$ cat src/rtl/tf_pkg.sv
`timescale 1ns/1ps
package tf_pkg;
  localparam int BYTE_W = 8;
  localparam int OFS_W  = 3;
  localparam int HEAD_W = 4;
  localparam int NUM_PARAM_BYTES = 7;

  // command block offsets
  localparam logic [OFS_W-1:0] OFS_ERRFEAT = 3'd1;
  localparam logic [OFS_W-1:0] OFS_COUNT   = 3'd2;
  localparam logic [OFS_W-1:0] OFS_SECTOR  = 3'd3;
  localparam logic [OFS_W-1:0] OFS_CYL_LO  = 3'd4;
  localparam logic [OFS_W-1:0] OFS_CYL_HI  = 3'd5;
  localparam logic [OFS_W-1:0] OFS_HEADDEV = 3'd6;
  localparam logic [OFS_W-1:0] OFS_STATCMD = 3'd7;
  // control block offsets
  localparam logic [OFS_W-1:0] OFS_ALTCTL  = 3'd6;
  localparam logic [OFS_W-1:0] OFS_DRVADR  = 3'd7;

  // device control bit positions
  localparam int DC_MASK_BIT = 1;
  localparam int DC_RST_BIT  = 2;
  // fixed upper bits of head/device readback
  localparam logic [2:0] HD_FIXED = 3'b101;

  typedef struct packed {
    logic cmd_rd;
    logic cmd_wr;
    logic ctl_rd;
    logic ctl_wr;
    logic [OFS_W-1:0] ofs;
  } bus_op_t;
endpackage

$ cat src/rtl/tf_decode.sv
`timescale 1ns/1ps
module tf_decode
  import tf_pkg::*;
(
  input  logic             clk,
  input  logic             rst,
  input  logic             cs0_n,
  input  logic             cs1_n,
  input  logic [OFS_W-1:0] addr,
  input  logic             rd_n,
  input  logic             wr_n,
  output bus_op_t          op
);
  logic rd_q, wr_q;

  always_ff @(posedge clk) begin
    if (rst) begin
      rd_q <= 1'b1;
      wr_q <= 1'b1;
    end else begin
      rd_q <= rd_n;
      wr_q <= wr_n;
    end
  end

  logic rd_fall, wr_fall, cmd_blk, ctl_blk;
  assign rd_fall = !rd_n && rd_q;
  assign wr_fall = !wr_n && wr_q;
  assign cmd_blk = !cs0_n && cs1_n;
  assign ctl_blk = cs0_n && !cs1_n;

  always_comb begin
    op.cmd_rd = rd_fall && cmd_blk;
    op.cmd_wr = wr_fall && cmd_blk;
    op.ctl_rd = rd_fall && ctl_blk;
    op.ctl_wr = wr_fall && ctl_blk;
    op.ofs    = addr;
  end
endmodule

$ cat src/rtl/tf_store.sv
`timescale 1ns/1ps
module tf_store
  import tf_pkg::*;
#(
  parameter int CNT_DEF = 1,
  parameter int SEC_DEF = 1
) (
  input  logic              clk,
  input  logic              rst,
  input  logic              soft_rst,
  input  logic              wr_en,
  input  logic [OFS_W-1:0]  wr_ofs,
  input  logic [BYTE_W-1:0] wdata,
  input  logic              cmd_go,
  output logic [BYTE_W-1:0] feat,
  output logic [BYTE_W-1:0] count,
  output logic [BYTE_W-1:0] sector,
  output logic [BYTE_W-1:0] cyl_lo,
  output logic [BYTE_W-1:0] cyl_hi,
  output logic [HEAD_W-1:0] head,
  output logic              dev,
  output logic [BYTE_W-1:0] cmd
);
  // one plain byte register per offset 1..5, defaults picked per offset
  for (genvar g = 1; g <= 5; g++) begin : g_byte
    localparam logic [BYTE_W-1:0] DEF =
      (g == int'(OFS_COUNT))  ? BYTE_W'(CNT_DEF) :
      (g == int'(OFS_SECTOR)) ? BYTE_W'(SEC_DEF) : '0;
    logic [BYTE_W-1:0] q;
    always_ff @(posedge clk) begin
      if (rst || soft_rst)
        q <= DEF;
      else if (wr_en && wr_ofs == OFS_W'(g))
        q <= wdata;
    end
  end

  assign feat   = g_byte[1].q;
  assign count  = g_byte[2].q;
  assign sector = g_byte[3].q;
  assign cyl_lo = g_byte[4].q;
  assign cyl_hi = g_byte[5].q;

  always_ff @(posedge clk) begin
    if (rst || soft_rst) begin
      head <= '0;
      dev  <= 1'b0;
      cmd  <= '0;
    end else begin
      if (wr_en && wr_ofs == OFS_HEADDEV) begin
        head <= wdata[HEAD_W-1:0];
        dev  <= wdata[HEAD_W];
      end
      if (cmd_go)
        cmd <= wdata;
    end
  end
endmodule

$ cat src/rtl/tf_ctrl.sv
`timescale 1ns/1ps
module tf_ctrl
  import tf_pkg::*;
(
  input  logic              clk,
  input  logic              rst,
  input  logic              sel,
  input  logic              cmd_wr_req,
  input  logic              stat_rd,
  input  logic              ctl_wr,
  input  logic              dc_mask,
  input  logic              dc_rst,
  input  logic              be_done,
  input  logic              be_drq,
  input  logic [BYTE_W-1:0] be_err,
  output logic              cmd_go,
  output logic              bsy,
  output logic              rdy,
  output logic              drq,
  output logic              err,
  output logic [BYTE_W-1:0] err_code,
  output logic              pend,
  output logic              mask,
  output logic              srst
);
  assign cmd_go = cmd_wr_req && sel && !bsy && !srst;

  always_ff @(posedge clk) begin
    if (rst) begin
      bsy      <= 1'b0;
      rdy      <= 1'b1;
      drq      <= 1'b0;
      err      <= 1'b0;
      err_code <= '0;
      pend     <= 1'b0;
      mask     <= 1'b0;
      srst     <= 1'b0;
    end else begin
      if (srst) begin
        bsy      <= 1'b1;
        rdy      <= 1'b0;
        drq      <= 1'b0;
        err      <= 1'b0;
        err_code <= '0;
        pend     <= 1'b0;
      end else begin
        if (stat_rd)
          pend <= 1'b0;
        if (cmd_go) begin
          bsy  <= 1'b1;
          drq  <= 1'b0;
          err  <= 1'b0;
          pend <= 1'b0;
        end else if (bsy && be_done) begin
          bsy      <= 1'b0;
          drq      <= be_drq;
          err      <= |be_err;
          err_code <= be_err;
          pend     <= 1'b1;
        end
      end
      if (ctl_wr) begin
        mask <= dc_mask;
        srst <= dc_rst;
        if (dc_rst) begin
          bsy <= 1'b1;
          rdy <= 1'b0;
        end else if (srst) begin
          bsy <= 1'b0;
          rdy <= 1'b1;
        end
      end
    end
  end
endmodule

$ cat src/rtl/tf_regset.sv
`timescale 1ns/1ps
module tf_regset
  import tf_pkg::*;
#(
  parameter int CNT_DEF = 1,
  parameter int SEC_DEF = 1
) (
  input  logic                            clk,
  input  logic                            rst,
  input  logic                            is_slave,
  input  logic                            cs0_n,
  input  logic                            cs1_n,
  input  logic [2:0]                      addr,
  input  logic                            rd_n,
  input  logic                            wr_n,
  input  logic [7:0]                      wdata,
  output logic [7:0]                      rdata,
  output logic                            rdata_oe,
  output logic                            irq_o,
  input  logic                            be_done,
  input  logic                            be_drq,
  input  logic [7:0]                      be_err,
  input  logic                            be_index,
  input  logic                            be_corr,
  input  logic                            be_seek_ok,
  input  logic                            be_wfault,
  input  logic                            be_writing,
  output logic                            cmd_start,
  output logic [NUM_PARAM_BYTES*BYTE_W-1:0] tf_params
);
  bus_op_t op;

  tf_decode u_dec (
    .clk(clk), .rst(rst), .cs0_n(cs0_n), .cs1_n(cs1_n), .addr(addr),
    .rd_n(rd_n), .wr_n(wr_n), .op(op)
  );

  logic [BYTE_W-1:0] feat, count, sector, cyl_lo, cyl_hi, cmd, err_code;
  logic [HEAD_W-1:0] head;
  logic dev, sel, cmd_go, soft_rst;
  logic bsy, rdy, drq, err, irq_pend, mask;
  logic stat_rd, alt_rd, ctl_wr, cmd_wr_req;

  assign sel        = (dev == is_slave);
  assign stat_rd    = op.cmd_rd && op.ofs == OFS_STATCMD && sel;
  assign alt_rd     = op.ctl_rd && op.ofs == OFS_ALTCTL && sel;
  assign ctl_wr     = op.ctl_wr && op.ofs == OFS_ALTCTL;
  assign cmd_wr_req = op.cmd_wr && op.ofs == OFS_STATCMD;

  tf_store #(.CNT_DEF(CNT_DEF), .SEC_DEF(SEC_DEF)) u_store (
    .clk(clk), .rst(rst), .soft_rst(soft_rst),
    .wr_en(op.cmd_wr), .wr_ofs(op.ofs), .wdata(wdata), .cmd_go(cmd_go),
    .feat(feat), .count(count), .sector(sector), .cyl_lo(cyl_lo),
    .cyl_hi(cyl_hi), .head(head), .dev(dev), .cmd(cmd)
  );

  tf_ctrl u_ctrl (
    .clk(clk), .rst(rst), .sel(sel), .cmd_wr_req(cmd_wr_req),
    .stat_rd(stat_rd), .ctl_wr(ctl_wr),
    .dc_mask(wdata[DC_MASK_BIT]), .dc_rst(wdata[DC_RST_BIT]),
    .be_done(be_done), .be_drq(be_drq), .be_err(be_err),
    .cmd_go(cmd_go), .bsy(bsy), .rdy(rdy), .drq(drq), .err(err),
    .err_code(err_code), .pend(irq_pend), .mask(mask), .srst(soft_rst)
  );

  logic [BYTE_W-1:0] status_b, headdev_b, drvadr_b;
  assign status_b  = {bsy, rdy, be_wfault, be_seek_ok, drq, be_corr, be_index, err};
  assign headdev_b = {HD_FIXED, dev, head};
  assign drvadr_b  = {1'b0, be_writing, ~head, dev, ~dev};

  assign tf_params = {feat, count, sector, cyl_lo, cyl_hi, headdev_b, cmd};

  always_ff @(posedge clk) begin
    if (rst) begin
      rdata     <= '0;
      rdata_oe  <= 1'b0;
      irq_o     <= 1'b0;
      cmd_start <= 1'b0;
    end else begin
      irq_o     <= irq_pend && !mask && sel;
      cmd_start <= cmd_go;
      rdata     <= '0;
      rdata_oe  <= 1'b0;
      if (op.cmd_rd && sel) begin
        rdata_oe <= (op.ofs != '0);
        case (op.ofs)
          OFS_ERRFEAT: rdata <= err_code;
          OFS_COUNT:   rdata <= count;
          OFS_SECTOR:  rdata <= sector;
          OFS_CYL_LO:  rdata <= cyl_lo;
          OFS_CYL_HI:  rdata <= cyl_hi;
          OFS_HEADDEV: rdata <= headdev_b;
          OFS_STATCMD: rdata <= status_b;
          default:     rdata <= '0;
        endcase
      end else if (op.ctl_rd && sel) begin
        case (op.ofs)
          OFS_ALTCTL: begin rdata <= status_b; rdata_oe <= 1'b1; end
          OFS_DRVADR: begin rdata <= drvadr_b; rdata_oe <= 1'b1; end
          default:    rdata <= '0;
        endcase
      end
    end
  end
endmodule

$ cat config.mk
export PLATFORM = sky130hd
export DESIGN_NAME = tf_regset
export DESIGN_NICKNAME = d
export VERILOG_FILES = /design/src/rtl/tf_pkg.sv /design/src/rtl/tf_decode.sv /design/src/rtl/tf_store.sv /design/src/rtl/tf_ctrl.sv /design/src/rtl/tf_regset.sv
export SDC_FILE = /design/constraint.sdc
export NUM_CORES = 1
export LEC_CHECK = 0
export ABC_AREA = 1
export ABC_CLOCK_PERIOD_IN_PS = 3950
export CORE_ASPECT_RATIO = 1.25
export CORE_MARGIN = 3
export CORE_UTILIZATION = 53
export CTS_BUF_LIST = sky130_fd_sc_hd__clkbuf_4
export DETAILED_ROUTE_END_ITERATION = 8
export HOLD_SLACK_MARGIN = 0.03
export PLACE_DENSITY_LB_ADDON = 0.1
export REMOVE_ABC_BUFFERS = 1
export SYNTH_ARGS = -nofsm -noshare
export SYNTH_HDL_FRONTEND = slang
export SYNTH_SLANG_ARGS = --single-unit
$ cat constraint.sdc
create_clock -name clk -period 3.95 [get_ports clk]
set_clock_uncertainty 0.15 [all_clocks]
set_input_delay 0.395 -clock clk [delete_from_list [all_inputs] [get_ports clk]]
set_output_delay 0.395 -clock clk [all_outputs]
set_load 0.005 [all_outputs]
After elaboration in Yosys (flattened, before gate mapping)
Cells that the tools add are included.
{ "word_totals": {"out_inout_bits": 67, "register_bits": 81, "in_bits": 33, "word_cells": 93} }
{ "classes": {"reduce_logical": 41, "mux": 19, "bitwise": 3, "n_eq_ne": 8} }
{ "ops": {"columns": ["operator", "n"], "rows": [
  ["8-bit case mux with 7 select lines", 1],
  ["1-bit logical AND", 26],
  ["8-bit two-way mux", 2],
  ["8-bit case mux with 2 select lines", 1],
  ["1-bit two-way mux", 15],
  ["3-bit == test, second input constant", 4],
  ["8-bit OR reduction", 1],
  ["1-bit zero test", 7],
  ["3-bit by 2-bit == test with 1-bit output, second input constant", 2],
  ["4-bit inverter", 1],
  ["2-bit OR reduction", 2],
  ["3-bit by 1-bit == test with 1-bit output, second input constant", 1],
  ["3-bit nonzero test", 1],
  ["3-bit OR reduction", 1],
  ["1-bit inverter", 2],
  ["2-bit AND reduction", 1],
  ["2-bit nonzero test", 1],
  ["1-bit == test", 1],
  ["1-bit logical OR", 1]
]} }

Longest topological paths before layout
Gate-level depths: netlist of the first run.
{ "logic_depth": {"ltp_word": 12, "depth_mapped": 10, "depth_no_buf": 8} }

Modules after synthesis
Synthesis of the first run repeated with hierarchy kept, for this count alone.
{ "hier_totals": {"hier_cells": 604, "area_unflattened_um2": 4146.5} }
{ "modules_own_cells": {"columns": ["mod", "n_inst", "area_per_inst_um2", "seq_area_each_um2", "cells_per_inst"], "rows": [
  ["tf_store", 1, 2092.0, 1061.0, 291],
  ["tf_regset", 1, 1332.5, 220.2, 211],
  ["tf_ctrl", 1, 603.1, 300.3, 82],
  ["tf_decode", 1, 118.9, 40.0, 20]
]} }

Worst setup path after synthesis of the first run
OpenSTA, ideal clock, no wires.
{ "synth_path": {"path_kind": "input to register", "start": "in addr[1]", "end": "reg u_store.cmd[0]", "path_stages": 9, "required_ps": 3683, "path_buffers": 2, "arrival_ps": 1274, "setup_ps": 117, "slack_ps": 2410, "path_cell_list": "buf_4 > nand2_4 > clkinv_2 > nand2_4 > nor2_4 > nand3_4 > buf_6 > nor3_1 > nor2_1"} }
{ "synth_between": {"elab_chain_len": 5} }
{ "synth_lines": {"columns": ["item", "line", "source"], "rows": [
  ["start: declaration", "tf_regset.sv:13", "input logic [2:0] addr,"],
  ["3-bit == test", "tf_regset.sv:48", "assign cmd_wr_req = op.cmd_wr && op.ofs == OFS_STATCMD;"],
  ["1-bit logical AND", "tf_regset.sv:48", null],
  ["1-bit logical AND (3 in series)", "tf_ctrl.sv:26", "assign cmd_go = cmd_wr_req && sel && !bsy && !srst;"],
  ["end signal: assignment", "tf_store.sv:55", "cmd <= wdata;"],
  ["end: declaration", "tf_store.sv:22", "output logic [BYTE_W-1:0] cmd"]
]} }
Every way passes these cells.
A chain may end at the register's enable or synchronous reset.

Final worst setup path of the first run
{ "layout_path": {"start": "in addr[0]", "end": "reg u_store.g_byte[5].q[1] (netlist: u_store.cyl_hi[1])"} }
{ "layout_between": {"elab_chain_len": 2} }
{ "layout_lines": {"columns": ["item", "line", "source"], "rows": [
  ["3-bit == test", "tf_store.sv:33", "else if (wr_en && wr_ofs == OFS_W'(g))"],
  ["1-bit logical AND", "tf_store.sv:33", null],
  ["end signal: assignment", "tf_store.sv:34", "q <= wdata;"],
  ["end: declaration", "tf_store.sv:29", "logic [BYTE_W-1:0] q;"]
]} }
Every way passes these cells.

==> run metrics, run 1 <==
status finished clean; Post-DP Area 0.00463 sq mm; final hold violations 0; CTS tree done; Top cell by count, worst path nor2_1; share of layout cells above drive strength 1 6.38%; Top Ports 100; Tcrit/Tclk final 61.8%; core area 0.00665 sq mm; critical path cell sequence clkdlybuf4s50_1 > buf_4 > nand3_1 > nor2_1 > inv_1 > nor2_1 > nor2_1; Clock Path Buffers 2; critical path's slowest cell clkdlybuf4s50_1; Least-Margin Pin Slew 0.600 ns; routed wire length 10,400 microns; 1st-iter DRT viols 276; buffers added on ports 96; Max FO, Critical Path 20; reg-to-reg setup timing slack 2.05 ns; worst skew pair latency 0.43 ns; post-route cell area 0.00476 sq mm; Post-synth EDFFs 0; Top FF cell, synth dfxtp_1; hold path startpoint u_ctrl.pend; worst hold path type flip-flop to flip-flop; Num Clock Sinks 81; overall overflow remaining after global route 0; pre-CTS setup slack 1.08 ns; total power 1.45 mW; kind of start point of the critical path input pin; Post-CTS Hold Buffers 0; Num CTS Buffers 9; Post-Syn Area per Cell 7.06 sq um; origin of the worst setup path addr[0]; Post-CTS Resized 0; # DRC 0; Slew Viols, Final 0; cell area after synthesis 0.00370 sq mm; sequential fraction of the synthesis area 43.9%; Netlist cell types 28; Starting Density 55.6%; yosys warns 0; Multi-input gate area 0.00174 sq mm; FF-to-FF path depth 7; drt first pass iters 5; DR vias 3,833; Critical Path End Type flip-flop; DIE AREA 0.00802 sq mm; Max VDD drop 0.207 mV; num rows 33; Critical Path AT 2.63 ns; Final Setup Violations 0; htree depth 3; die height 99.4 microns; HPWL Detailed 7440 microns; die width 80.7 microns; wire length per cell 14.9 microns; Data required, critical path 4.14 ns; first-pass GRT wire length 16,800 microns; Max stage delay on crit path 0.85 ns; clk root buf clkbuf_4; LEAKAGE 1.99 nW; initial antenna violation count 0; minimum clock period 2.44 ns; Pwr Density 305 mW/mm^2; setup repair bufs after CTS 0; Worst R2R Start u_dec.wr_q; Clock Pin Slew Worst Setup and Hold Paths 0.12 ns; slew margin rel. 59.9%; fill count 561; max cap viols 0; synthesis-to-finish area growth 28.7%; Final Wtd Congestion 0.937; RSZ-0062 raised after global routing no; tightest hold margin 0.320 ns; Antenna Nets Post-Route 0; CP endpoint u_store.cyl_hi[1]; global-route usage over all layers 27.0%; largest net degree at the start of global routing 41; Setup TNS 0 ns; RR Endpoint u_store.sector[1]; FFs w/ async S/R, synth 0%; crit path kind input pin to flip-flop; Post-layout nets 640; Gate Count Post-Synth 524; Yosys reg bits 81; n_diodes 0; Final WS setup 1.51 ns; vias per cell 5.49; vias in the first global route 3,440; f_max 410 MHz; Seq. cell area 0.00162 sq mm
==> final cells by class <==
type / instances / area share [%]
well taps: 87 / 2.29
clock buffers: 11 / 1.74
multi-input cells: 370 / 36.5
flip-flops and latches: 81 / 34.1
repair buffers: 101 / 21.0
clock inverters: 4 / 0.946
inverters: 44 / 3.50
==> state kept, by name, summed over array words and instances, names as in the netlist, 4 cells and up <==
name,cells
u_store.cyl_hi,8
u_store.cmd,8
u_store.head,4
u_ctrl.err_code,8
u_store.count,8
rdata,8
u_store.sector,8
u_store.feat,8
u_store.cyl_lo,8
==> synthesized netlist by cell type, types with 5 or more instances <==
| cell | number | area [sq um] |
|---|---|---|
| inv_1 | 37 | 139 |
| buf_2 | 8 | 40.0 |
| nor2_1 | 110 | 413 |
| nor3_1 | 7 | 35.0 |
| inv_2 | 5 | 18.8 |
| nand3_1 | 18 | 90.1 |
| a21oi_1 | 35 | 175 |
| nor2_4 | 6 | 67.6 |
| clkbuf_1 | 9 | 33.8 |
| dfxtp_1 | 81 | 1620 |
| nand4_1 | 35 | 219 |
| buf_4 | 10 | 75.1 |
| o21ai_0 | 59 | 295 |
| nand2_1 | 85 | 319 |
==> metal layers <==
| layer | track usage (%) | wire [microns] | up-vias |
|---|---|---|---|
| met5 | 0 | 0 | - |
| met4 | 10.8 | 271 | 0 |
| met3 | 7.07 | 884 | 23 |
| met2 | 42.8 | 4980 | 189 |
| met1 | 34.8 | 4290 | 1744 |
| li1 | - | - | 1877 |
==> power breakdown <==
group	total, mW	internal [mW]	leakage, nW	switching, mW
logic	0.148	0.0593	1.26	0.0891
registers	0.832	0.825	0.654	0.00647
clock network	0.470	0.201	0.0765	0.269
==> metrics by stage <==
step	util, %	instances
3_3_place_gp	69.7	683
3_5_place_dp	69.7	683
2_1_floorplan	-	495
5_1_grt	71.6	698
6_report	71.6	698
4_1_cts	71.6	698
==> critical path: cells and delay by family <==
family,cells,cell delay (ns)
buffers and inverters,3,1.45
AND/OR/NAND/NOR,4,0.77
==> worst min path at each step <==
stage	to	depth (start not counted)
floorplan	u_ctrl.mask	2
global placement	irq_o	2
detailed placement	irq_o	2
CTS	irq_o	2
global route	irq_o	2
finish	irq_o	2
==> cells by family (layout without fill, tap and decap cells) <==
| logic type | Yosys count | in the layout | synth area share [%] |
|---|---|---|---|
| compound gates | 99 | 99 | 13.6 |
| xor+xnor | 1 | 1 | 0.440 |
| flops | 81 | 81 | 43.9 |
| simple gates | 267 | 267 | 32.6 |
| buf+inv | 74 | 160 | 9.27 |
| other cells | 2 | 3 | 0.203 |
==> placed cells by master, fill, tap and decap left out, drive strengths merged <==
cell             n
o21ai           60
dfxtp           81
nand2           87
buf              5
conb             3
nor2           118
o21a             1
xnor2            1
inv             42
clkbuf          11
a21oi           35
nand4           35
clkinv           5
clkdlybuf4s50   96
bufinv           1
o22ai            2
o211ai           1
nor3             7
nand3           20
No activity file was read; power rests on OpenSTA's default activity.
==> run 2: changes to the inputs <==
--- a/config.mk
+++ b/config.mk
@@ -6,10 +6,10 @@
 export NUM_CORES = 1
 export LEC_CHECK = 0
 export ABC_AREA = 1
-export ABC_CLOCK_PERIOD_IN_PS = 3950
+export ABC_CLOCK_PERIOD_IN_PS = 2500
 export CORE_ASPECT_RATIO = 1.25
 export CORE_MARGIN = 3
-export CORE_UTILIZATION = 53
+export CORE_UTILIZATION = 50
 export CTS_BUF_LIST = sky130_fd_sc_hd__clkbuf_4
 export DETAILED_ROUTE_END_ITERATION = 8
 export HOLD_SLACK_MARGIN = 0.03
==> constraint.sdc (replaced) <==
create_clock -name clk -period 2.5 [get_ports clk]
set_clock_uncertainty 0.15 [all_clocks]
set_input_delay 0.25 -clock clk [delete_from_list [all_inputs] [get_ports clk]]
set_output_delay 0.25 -clock clk [all_outputs]
set_load 0.005 [all_outputs]
==> run 2 against run 1 <==
Sequential share of layout area shrank 0.41 points. Sequential cell count is the same. Global-route usage shrank 0.98 points. Critical endpoint is now u_store.feat[4]. Via count grew 0.34%. First-iteration DRC count grew 8.3%. Routed wire length grew 4.2%. Largest cell class unchanged. Critical path depth is the same.
==> run metrics, run 2 (synthesis results as in run 1) <==
status finished clean; Final Wtd Congestion 0.889; slew margin rel. 56.6%; worst skew pair latency 0.43 ns; 1st-iter DRT viols 299; CP bufs+invs 3; overall overflow remaining after global route 0; max cap viols 0; wire length per cell 15.3 microns; critical path cell sequence clkdlybuf4s50_1 > inv_1 > nand3_1 > nor2_1 > inv_1 > nor2_1 > nor2_1; minimum clock period 2.00 ns; Least-Margin Pin Slew 0.649 ns; initial antenna violation count 0; Max FO, Critical Path 11; Pwr Density 457 mW/mm^2; buffers added on ports 96; Critical Path AT 2.19 ns; vias per cell 5.42; dpl cells 694; core area 0.00706 sq mm; Final Setup Violations 0; Starting Density 52.4%; worst hold path cell count 3; Num Clock Sinks 81; final hold violations 0; largest net degree at the start of global routing 65; LEAKAGE 2.01 nW; most frequent cells in the layout nor2_1, clkdlybuf4s50_1, nand2_1; RSZ-0062 raised after global routing no; die height 102 microns; n_diodes 0; Critical Path End Type flip-flop; Post-layout nets 648; fill count 661; CTS tree done; synthesis-to-finish area growth 30.3%; Tcrit/Tclk final 79.9%; vias in the first global route 3,570; htree depth 3; global-route usage over all layers 26.0%; Post-CTS Hold Buffers 0; commonest non-fill, non-tap cell in the layout nor2_1; Seq. cell area 0.00162 sq mm; DR vias 3,846; fin util 68.2%; Slew Viols, Final 0; Top Ports 100; Multi-input gate area 0.00174 sq mm; HPWL Detailed 7850 microns; Post-CTS Resized 0; # DRC 0; drt first pass iters 5; CP Depth 7; worst hold path type input pin to flip-flop; Final WS setup 0.503 ns; Clock Pin Slew Worst Setup and Hold Paths 0.13 ns; Top cell by count, worst path nor2_1; num rows 34; total power 2.20 mW; share of layout cells above drive strength 1 7.43%; Top delay family on crit path buffers and inverters; critical path's slowest cell nor2_1; Setup TNS 0 ns; DIE AREA 0.00847 sq mm; Layout Cells excl Fill 709; Num CTS Buffers 9; clk root buf clkbuf_4; FF-to-FF path depth 7; Data required, critical path 2.69 ns; kind of start point of the critical path input pin; Clock Path Buffers 2; die width 82.9 microns; Antenna Nets Post-Route 0; f_max 501 MHz; setup repair bufs after CTS 0; Max VDD drop 0.303 mV; crit path kind input pin to flip-flop; Max stage delay on crit path 0.55 ns; pre-CTS setup slack 0.0634 ns; routed wire length 10,900 microns; first-pass GRT wire length 17,600 microns
==> run 2: worst paths after layout <==
path                             startpoint         endpoint  slack (ns)
worst max register to register   u_dec.wr_q  u_store.feat[4]        0.51
worst min register to register  u_ctrl.pend            irq_o        0.31
worst min-delay path                   rd_n       u_dec.rd_q        0.21
worst max-delay path                addr[2]  u_store.feat[4]        0.50
==> run 2: power by group <==
| group | internal [mW] | switching (mW) | total, mW |
|---|---|---|---|
| clock | 0.192 | 0.450 | 0.642 |
| combinational | 0.102 | 0.144 | 0.246 |
| sequential | 1.30 | 0.0100 | 1.31 |
| total | 1.60 | 0.604 | 2.20 |
==> run 2: through the flow <==
step	hold slack, ns	area, sq um
detailed placement	0.302	4710
finish	0.205	4820
global route	0.247	4820
global placement	0.296	4710
CTS	0.202	4820
floorplan	0.169	3520
==> run 2: area by class of cell <==
type | instances | area share (%)
multi-input cells | 370 | 36.2
clock inverters | 6 | 0.753
clock buffers | 9 | 1.40
well taps | 90 | 2.34
inverters | 44 | 3.45
flip-flops and latches | 81 | 33.7
repair buffers | 109 | 22.2
==> run 2: routing by layer <==
metal	wire length [microns]	GRT usage, %	vias to the layer above
met5	0	0	-
met4	231	10.2	0
met3	665	4.19	19
met2	5210	45.0	158
met1	4760	32.7	1776
li1	-	-	1893
==> run 2: worst min-delay path, stage by stage <==
cell	delay [ns]
clkdlybuf4s50_1	0.39
inv_1	0.07
nand2_1	0.04
